File: src/rtl/pix_pkg.sv
package pix_pkg;
  typedef struct packed {
    logic hit;     // synchronized discriminator rising edge
    logic frame;   // frame clock rising edge
    logic strobe;  // readout strobe rising edge
  } pix_evt_t;
endpackage

File: src/rtl/pix_front.sv
module pix_front
  import pix_pkg::*;
#(
  parameter int SYNC_STAGES = 2
) (
  input  logic     clk_i,
  input  logic     rst_ni,
  input  logic     disc_i,
  input  logic     frame_i,
  input  logic     strobe_i,
  output pix_evt_t evt_o
);
  logic [SYNC_STAGES-1:0] sync_q;
  logic disc_q, frame_q, strobe_q;

  generate
    for (genvar s = 0; s < SYNC_STAGES; s++) begin : g_sync
      always_ff @(posedge clk_i or negedge rst_ni) begin
        if (!rst_ni) sync_q[s] <= 1'b0;
        else if (s == 0) sync_q[s] <= disc_i;
        else sync_q[s] <= sync_q[(s == 0) ? 0 : s-1];
      end
    end
  endgenerate

  always_ff @(posedge clk_i or negedge rst_ni) begin
    if (!rst_ni) begin
      disc_q   <= 1'b0;
      frame_q  <= 1'b0;
      strobe_q <= 1'b0;
    end else begin
      disc_q   <= sync_q[SYNC_STAGES-1];
      frame_q  <= frame_i;
      strobe_q <= strobe_i;
    end
  end

  // edge-only hit detection: a level held across a frame edge is never re-counted
  assign evt_o.hit    = sync_q[SYNC_STAGES-1] & ~disc_q;
  assign evt_o.frame  = frame_i & ~frame_q;
  assign evt_o.strobe = strobe_i & ~strobe_q;
endmodule

File: src/rtl/pix_hit_pipe.sv
module pix_hit_pipe
  import pix_pkg::*;
(
  input  logic     clk_i,
  input  logic     rst_ni,
  input  pix_evt_t evt_i,
  input  logic     grant_i,
  input  logic     set_i,
  input  logic     excl_i,
  output logic     req_o,
  output logic     swap_o
);
  logic wait_q, svc_q, allow;

  assign allow = set_i | ~excl_i;

  always_ff @(posedge clk_i or negedge rst_ni) begin
    if (!rst_ni) begin
      wait_q <= 1'b0;
      svc_q  <= 1'b0;
    end else begin
      // new hit wins over the frame-edge clear
      if (evt_i.hit)        wait_q <= 1'b1;
      else if (evt_i.frame) wait_q <= 1'b0;

      if (evt_i.frame && (wait_q || set_i) && allow) svc_q <= 1'b1;
      else if (evt_i.strobe && grant_i)              svc_q <= 1'b0;
    end
  end

  assign req_o  = svc_q & allow;
  assign swap_o = evt_i.frame & (wait_q | set_i);


  hit_sets_wait_chk: assert property (@(posedge clk_i) disable iff (!rst_ni)
    evt_i.hit |=> wait_q);

  frame_clears_wait_chk: assert property (@(posedge clk_i) disable iff (!rst_ni)
    (evt_i.frame && !evt_i.hit) |=> !wait_q);

  strobe_clears_svc_chk: assert property (@(posedge clk_i) disable iff (!rst_ni)
    (evt_i.strobe && grant_i && svc_q && !evt_i.frame) |=> !svc_q);

  svc_holds_chk: assert property (@(posedge clk_i) disable iff (!rst_ni)
    (svc_q && !evt_i.strobe) |=> svc_q);
endmodule

File: src/rtl/pix_ctr_pair.sv
module pix_ctr_pair #(
  parameter int CNT_W = 5
) (
  input  logic             clk_i,
  input  logic             rst_ni,
  input  logic             hit_i,
  input  logic             swap_i,
  output logic [CNT_W-1:0] held_o
);
  localparam int NBANK = 2;
  logic [CNT_W-1:0] ctr_q [NBANK];
  logic             sel_q;
  logic [CNT_W-1:0] cnt_cur;

  always_ff @(posedge clk_i or negedge rst_ni) begin
    if (!rst_ni)     sel_q <= 1'b0;
    else if (swap_i) sel_q <= ~sel_q;
  end

  generate
    for (genvar b = 0; b < NBANK; b++) begin : g_bank
      always_ff @(posedge clk_i or negedge rst_ni) begin
        if (!rst_ni) ctr_q[b] <= '0;
        else if (swap_i) begin
          // bank taking over counting restarts; old counting bank freezes
          if (sel_q != 1'(b)) ctr_q[b] <= hit_i ? CNT_W'(1) : '0;
        end else if (sel_q == 1'(b) && hit_i) begin
          ctr_q[b] <= ctr_q[b] + 1'b1;
        end
      end
    end
  endgenerate

  assign cnt_cur = ctr_q[sel_q];
  assign held_o  = ctr_q[~sel_q];


  wrap_chk: assert property (@(posedge clk_i) disable iff (!rst_ni)
    (hit_i && !swap_i && cnt_cur == '1) |=> cnt_cur == '0);

  no_swap_chk: assert property (@(posedge clk_i) disable iff (!rst_ni)
    !swap_i |=> $stable(sel_q));

  swap_hold_chk: assert property (@(posedge clk_i) disable iff (!rst_ni)
    swap_i |=> held_o == $past(cnt_cur));

  held_stable_chk: assert property (@(posedge clk_i) disable iff (!rst_ni)
    !swap_i |=> $stable(held_o));
endmodule

File: src/rtl/pixel_hit_ctr.sv
module pixel_hit_ctr
  import pix_pkg::*;
#(
  parameter int CNT_W       = 5,
  parameter int SYNC_STAGES = 2
) (
  input  logic             clk_i,
  input  logic             rst_ni,
  input  logic             disc_i,
  input  logic             frame_i,
  input  logic             strobe_i,
  input  logic             grant_i,
  input  logic             force_set_i,
  input  logic             force_excl_i,
  output logic             req_o,
  output logic             bus_en_o,
  output logic [CNT_W-1:0] bus_data_o
);
  pix_evt_t         evt;
  logic             swap;
  logic [CNT_W-1:0] held;

  pix_front #(.SYNC_STAGES(SYNC_STAGES)) u_front (
    .clk_i, .rst_ni, .disc_i, .frame_i, .strobe_i, .evt_o(evt)
  );

  pix_hit_pipe u_pipe (
    .clk_i, .rst_ni, .evt_i(evt), .grant_i,
    .set_i(force_set_i), .excl_i(force_excl_i),
    .req_o, .swap_o(swap)
  );

  pix_ctr_pair #(.CNT_W(CNT_W)) u_ctr (
    .clk_i, .rst_ni, .hit_i(evt.hit), .swap_i(swap), .held_o(held)
  );

  // lane modelled as enable plus zero-when-idle value for OR-combining
  assign bus_en_o   = req_o & grant_i;
  assign bus_data_o = bus_en_o ? held : '0;


  drive_release_chk: assert property (@(posedge clk_i) disable iff (!rst_ni)
    (evt.strobe && grant_i && !evt.frame) |=> !bus_en_o);

  excl_silent_chk: assert property (@(posedge clk_i) disable iff (!rst_ni)
    (force_excl_i && !force_set_i && !req_o) |=> !req_o || !$past(force_excl_i && !force_set_i));
endmodule

File: config.mk
export PLATFORM = sky130hd
export DESIGN_NAME = pixel_hit_ctr
export DESIGN_NICKNAME = d
export VERILOG_FILES = /design/src/rtl/pix_pkg.sv /design/src/rtl/pix_front.sv /design/src/rtl/pix_hit_pipe.sv /design/src/rtl/pix_ctr_pair.sv /design/src/rtl/pixel_hit_ctr.sv
export SDC_FILE = /design/constraint.sdc
export NUM_CORES = 1
export LEC_CHECK = 0
export BUFFER_PORTS_ARGS = -buffer_cell sky130_fd_sc_hd__buf_4
export CORE_ASPECT_RATIO = 0.6
export CORE_MARGIN = 4
export CORE_UTILIZATION = 30
export CTS_CLUSTER_DIAMETER = 150
export DETAILED_ROUTE_END_ITERATION = 10
export GPL_TIMING_DRIVEN = 1
export PLACE_DENSITY = 0.49
export SYNTH_ARGS = -nofsm -noshare
export SYNTH_HDL_FRONTEND = slang
export SYNTH_SLANG_ARGS = --single-unit
export TNS_END_PERCENT = 50
File: constraint.sdc
create_clock -name clk_i -period 1.63 [get_ports clk_i]
set_clock_uncertainty 0.15 [all_clocks]
set_input_delay 0.163 -clock clk_i [delete_from_list [all_inputs] [get_ports clk_i]]
set_output_delay 0.163 -clock clk_i [all_outputs]
set_load 0.03 [all_outputs]
==> flow_summary_export.csv, run 1 <==
group,metric,value,unit
floorplan,die_w,83.1,um
synth,synthCells,106,
cells_and_area,layout.cells.non_filler,185,
floorplan,die_area,0.00441,mm^2
synth,syn_avg_cell_area,9.58,um^2
synth,yosys-top-cells-area,"dfrtp_1 (44%), nand2b_1 (4.3%), nand2_1 (3.7%)",
routing,wl_per_cell,14.3,um
cells_and_area,layout_common_cells,"buf_4 (28), dfrtp_1 (17), nand2_1 (9), nor2_1 (8), a21oi_1 (5)",
cts,clk_latency,0.26,ns
timing,rsz0062_at_grt,"yes",
critical_path,crit_type,"flip-flop to output pin",
timing,worst_pin_slew,0.502,ns
synth,ys.warnings.count,0,
synth,synth-seq-cells,18,
timing,max_freq,624,MHz
cts,cts_tree,"yes",
timing,fin_crit_sh,98.3,%
outcome,outcome,"finished clean",
cells_and_area,final_util,45.3,%
floorplan,io-pin-count,15,
routing,dr.pass1.iters,4,
critical_path,cp-end-kind,"output pin",
synth,yosysUniqueCellTypes,37,
cts,cts_buffers,3,
global_routing,grt-ovfl-total,0,
synth,synth_edf_count,0,
timing,slew_viol_final,0,
job,cap_violations,0,
routing,vias,909,
worst_hold_path,min_path_type,"input pin to flip-flop",
timing,period_minus_slack,1.60,ns
critical_path,start_kind,"flip-flop",
routing,viasPerCell,4.91,
timing,hold_violations,0,
cells_and_area,num-nets-final,151,
floorplan,die_h,53.1,um
critical_path,critical_path.slowest_cell,"dfrtp_2",
synth,syn-num-nets,116,
timing,maxSlewHeadroom,66.1,%
routing,routed_wl,2640,um
cells_and_area,fill_cells,331,
cts,clockRootBuffer,"clkbuf_8",
critical_path,path_buf_inv,2,
timing,fin_ws,0.0281,ns
cts,h-tree-depth,1,
synth,ys.flop_type,"dfrtp_1",
cells_and_area,area_growth,45.4,%
placed_design,dp_slack,0.0514,ns
synth,synthesis.area,0.00102,mm^2
routing,drc,0,
power,power-per-cell-area,1460,mW/mm^2
critical_path,crit_chain,"buf_12 -> nand2b_4 -> a21oi_1 -> buf_4",
placed_design,dp_cells,170,
floorplan,start_util,31.1,%
critical_path,arrival,1.29,ns
global_routing,grt_pass1_vias,866,
cts,cts.sink_count,18,
critical_path,crit_required,1.32,ns
cts,clock_path_buffers,2,
placed_design,dpl.hpwl,1740,um
global_routing,grt_pass1_wl,4400,um
cells_and_area,num_antenna_cells,0,
power,p_leak,0.651,nW
floorplan,coreArea,0.00326,mm^2
timing,whs,0.0622,ns
timing,setup_viol,0,
global_routing,grt_max_degree,19,
cells_and_area,drive_gt1_share,37.1,%
synth,yosysTopAreaCell,"dfrtp_1",
global_routing,grt_use_total,13.1,%
critical_path,rrSetupSlack,0.04,ns
placed_design,io_buffer_count,14,
global_routing,antenna_found_initial,0,
power,peakVddDrop,0.000605,V
critical_path,worst_path_dominant_cell_family,"flip-flops",
synth,synth_top_area_share,44.3,%
synth,ys_seq_area_share,44.3,%
routing,drt_iter0_drc,30,
cells_and_area,layout_commonest_cell,"buf_4",
cts,clkTransAtPathRegs,0.07,ns
routing,ant_nets,0,
critical_path,cp_max_fo,11,
floorplan,row_count,16,
synth,async_reset_ff_share,100,%
critical_path,critPathMaxStageDelay,0.44,ns
placed_design,gp_congestion,0.835,
-- metrics by stage --
step	total power, mW	cell area [um^2]	TNS, ns
final	2.15	1480	0
after global routing	2.30	1480	-0.116
after CTS	2.04	1410	-0.0127
after detailed placement	1.45	1240	0
after global placement	1.44	1240	0
after floorplan	1.17	1020	-0.0396
-- logic make-up after synthesis --
logic type,count (synthesis),share of synthesized area (%)
AOI/OAI and AO/OA,23,16.3
xor gates and xnor gates,1,0.862
adders and majority gates,2,2.46
buffers and inverters,9,4.56
DFF,18,44.3
muxes,3,2.96
and+or+nand+nor,50,28.6
-- power breakdown --
group / leakage [nW] / total (mW) / switching (mW) / internal [mW]
combinational: 0.395 / 1.07 / 0.468 / 0.597
sequential: 0.227 / 0.712 / 0.140 / 0.572
clock: 0.0288 / 0.373 / 0.158 / 0.215
total: 0.651 / 2.15 / 0.766 / 1.38
-- layout make-up --
| cell class | count | area (um^2) | share of cell area (%) |
|---|---|---|---|
| inverter | 3 | 11.3 | 0.762 |
| clock buffer | 4 | 55.1 | 3.73 |
| sequential | 18 | 452 | 30.6 |
| tap | 45 | 56.3 | 3.81 |
| multi-input combinational | 79 | 578 | 39.1 |
| timing repair buffer | 36 | 325 | 22.0 |
-- state kept, by name, indices dropped and copies added (netlist names) --
name              flops
u_front.frame_q       1
u_front.strobe_q      1
u_front.disc_q        1
u_ctr.ctr_q          10
u_pipe.svc_q          1
u_ctr.sel_q           1
u_front.sync_q        2
u_pipe.wait_q         1
-- per-layer routing --
layer / GRT usage, % / wire length, um / up-vias
li1: - / - / 452
met1: 17.2 / 1380 / 437
met2: 20.1 / 1110 / 18
met3: 5.44 / 138 / 2
met4: 3.53 / 14 / 0
met5: 0 / 0 / -
-- repair_timing --
action,4_1_cts,5_1_grt
pin swaps,1,4
gates cloned,1,0
endpoints found under the hold margin,21,0
setup endpoints to repair,5,9
setup buffers,3,3
hold buffers,4,0
resized for setup,4,9
-- final timing paths --
kind	from	endpoint	cells past startpoint
setup / recovery	u_ctr.sel_q	bus_data_o[2]	4
hold / removal	frame_i	u_pipe.wait_q	4
setup reg to reg	u_ctr.sel_q	u_ctr.ctr_q[5]	4
hold reg to reg	u_front.sync_q[0]	u_front.sync_q[1]	0
max in group asynchronous	rst_ni	u_ctr.sel_q	2
min in group asynchronous	rst_ni	u_ctr.ctr_q[4]	2
-- Yosys cell counts (2+ instances only) --
master / instances
a21oi_1: 7
inv_1: 3
ha_1: 2
or2_1: 2
nand2b_1: 7
o211ai_1: 2
or4_1: 2
mux2i_1: 3
nor2b_1: 3
o2bb2ai_1: 2
nor2_1: 8
o21ai_0: 2
buf_2: 4
nor3_1: 3
nand2_1: 10
o21ai_1: 2
nor2_4: 2
nand3_1: 2
a2111oi_2: 2
nand4_1: 4
dfrtp_1: 18
-- worst reg2reg max path: cells and delay by family (launching register included) --
family          cells  cell delay, ns
flops               1            0.44
simple gates        1            0.49
compound gates      1            0.08
buf+inv             2            0.30
(Power assumes the default switching activity.)
==> run 2, diff against run 1 <==
--- a/config.mk
+++ b/config.mk
@@ -12,7 +12,7 @@
 export CTS_CLUSTER_DIAMETER = 150
 export DETAILED_ROUTE_END_ITERATION = 10
 export GPL_TIMING_DRIVEN = 1
-export PLACE_DENSITY = 0.49
+export PLACE_DENSITY = 0.47
 export SYNTH_ARGS = -nofsm -noshare
 export SYNTH_HDL_FRONTEND = slang
 export SYNTH_SLANG_ARGS = --single-unit
==> constraint.sdc (replaced) <==
create_clock -name clk_i -period 1.8 [get_ports clk_i]
set_clock_uncertainty 0.15 [all_clocks]
set_input_delay 0.18 -clock clk_i [delete_from_list [all_inputs] [get_ports clk_i]]
set_output_delay 0.18 -clock clk_i [all_outputs]
set_load 0.03 [all_outputs]
==> run 2 against run 1 <==
  * Utilization decreased by 6.4 points
  * Final area decreased by 14%
  * Die area unchanged
  * Flip-flop and latch count unchanged
  * Sequential share of layout area increased by 5.0 points
  * Via count decreased by 8.8%
  * First-iteration DRC count increased by 13%
  * Sequential power decreased by 3.2%
  * Hold slack improved by 0.020 ns
  * Critical path depth unchanged
  * Combinational power decreased by 49%
  * Non-clock buffer count decreased by 14
  * Critical endpoint is now u_ctr.ctr_q[5]
  * Largest power group is now sequential cells
  * Highest routed layer unchanged
==> flow_summary_export.csv, run 2 (synthesized netlist as in run 1, its figures left out) <==
group,metric,value,unit
outcome,outcome,"finished clean",
timing,whs,0.0818,ns
cells_and_area,num_antenna_cells,0,
global_routing,grt-ovfl-total,0,
timing,hold_violations,0,
power,p_leak,0.540,nW
critical_path,critPathMaxStageDelay,0.38,ns
critical_path,worst_path_dominant_cell_family,"simple AND/OR/NAND/NOR gates",
cts,cts_setup_buffers,0,
timing,rsz0062_at_grt,"no",
cells_and_area,num-nets-final,137,
critical_path,cp_max_fo,17,
placed_design,gp_congestion,0.760,
cells_and_area,reg_top3,"u_ctr.ctr_q: 10 flops, u_front.sync_q: 2 flops",
placed_design,io_buffer_count,14,
timing,worst_pin_slew,0.423,ns
cells_and_area,largest_reg_flops,10,
cts,cts_buffers,3,
floorplan,die_w,83.1,um
routing,wl_per_cell,13.5,um
routing,vias,829,
cts,clock_path_buffers,2,
critical_path,r2r_start,"u_front.frame_q",
global_routing,antenna_found_initial,0,
critical_path,start_kind,"flip-flop",
cells_and_area,regMostFlops,"u_ctr.ctr_q",
critical_path,rrSetupSlack,0.12,ns
critical_path,critical_path.slowest_cell,"a2111oi_2",
critical_path,crit_type,"flip-flop to flip-flop",
critical_path,path_buf_inv,0,
global_routing,grt_max_degree,23,
timing,period_minus_slack,1.68,ns
critical_path,reg2regPathDepth,4,
cells_and_area,layout_commonest_cell,"buf_4",
critical_path,crit_chain,"nand2b_4 -> nor2_4 -> mux2i_1 -> a2111oi_2",
cells_and_area,drive_gt1_share,23.0,%
timing,max_freq,594,MHz
routing,dr.pass1.iters,4,
critical_path,cp.depth,4,
global_routing,grt_pass1_vias,772,
worst_hold_path,min_from,"frame_i",
cells_and_area,area_growth,24.9,%
cells_and_area,layout.cells.non_filler,171,
job,cap_violations,0,
cells_and_area,fill_cells,341,
timing,tns,0,ns
routing,ant_nets,0,
critical_path,crit_path_start,"u_front.frame_q",
floorplan,coreArea,0.00326,mm^2
global_routing,grt_use_total,11.4,%
floorplan,start_util,31.1,%
worst_hold_path,hold_depth,4,
timing,fin_crit_sh,93.5,%
routing,routed_wl,2320,um
global_routing,grt_pass1_wl,3820,um
cts,cts_tree,"yes",
floorplan,io-pin-count,15,
floorplan,die_h,53.1,um
floorplan,die_area,0.00441,mm^2
cts,clockRootBuffer,"clkbuf_8",
placed_design,dp_cells,163,
cts,h-tree-depth,1,
critical_path,arrival,1.67,ns
critical_path,r2r-end,"u_ctr.ctr_q[5]",
cts,clkTransAtPathRegs,0.07,ns
power,peakVddDrop,0.000475,V
routing,drt_iter0_drc,34,
floorplan,row_count,16,
worst_hold_path,min_path_type,"input pin to flip-flop",
worst_hold_path,hold_end,"u_pipe.wait_q",
timing,maxSlewHeadroom,71.7,%
routing,viasPerCell,4.85,
cts,clk_latency,0.26,ns
routing,drc,0,
placed_design,dpl.hpwl,1660,um
cts,cts.sink_count,18,
timing,setup_viol,0,
power,power-per-cell-area,1240,mW/mm^2
critical_path,cp-end-kind,"flip-flop",
critical_path,crit_required,1.79,ns
timing,slew_viol_final,0,
cells_and_area,layout_common_cells,"buf_4 (18), dfrtp_1 (17), nand2_1 (10), nor2_1 (8)",
[run 2: worst max path at each step]
stage,end
after floorplan,bus_data_o[3]
after global placement,u_ctr.ctr_q[5]
after detailed placement,u_ctr.ctr_q[0]
after CTS,u_ctr.ctr_q[0]
after global routing,bus_data_o[4]
final,u_ctr.ctr_q[5]
[run 2: metrics by stage]
step / power (mW) / instance area (um^2) / util [%] / setup slack [ns]
after floorplan: 1.05 / 1020 / - / 0.132
final: 1.57 / 1270 / 38.9 / 0.117
after global routing: 1.69 / 1270 / 38.9 / 0.00526
after global placement: 1.23 / 1170 / 35.9 / 0.107
after detailed placement: 1.24 / 1170 / 35.9 / 0.117
after CTS: 1.59 / 1270 / 38.9 / 0.0968
[run 2: metal layers]
metal | global-route usage [%] | vias to the layer above | share of wire [%]
li1 | - | 421 | -
met1 | 15.6 | 383 | 53
met2 | 17.3 | 23 | 41
met3 | 4.20 | 2 | 5.3
met4 | 2.45 | 0 | 0.52
met5 | 0 | - | 0
[run 2: cell type report]
cell class	instances	area (um^2)	area share, %
inverters	3	11.3	0.888
flip-flops and latches	18	452	35.6
repair buffers	22	175	13.8
clock buffers	4	55.1	4.34
well taps	45	56.3	4.44
multi-input cells	79	519	40.9
[run 2: repair_timing]
| action | 4_1_cts | 5_1_grt |
|---|---|---|
| setup endpoints to repair | 5 | 0 |
| hold endpoints to repair | 21 | 0 |
| gates resized for setup | 1 | 0 |
| hold buffers | 4 | 0 |
[run 2: power by group]
group	switching (mW)	total, mW	internal, mW	leakage (nW)
Clock	0.141	0.335	0.195	0.0288
Combinational	0.270	0.544	0.274	0.284
Sequential	0.171	0.689	0.518	0.227
[run 2: tightest hold or removal path: stages]
cell and delay, ns:
buf_4 0.10, nand2b_4 0.06, nand2_1 0.07, nand2_1 0.05
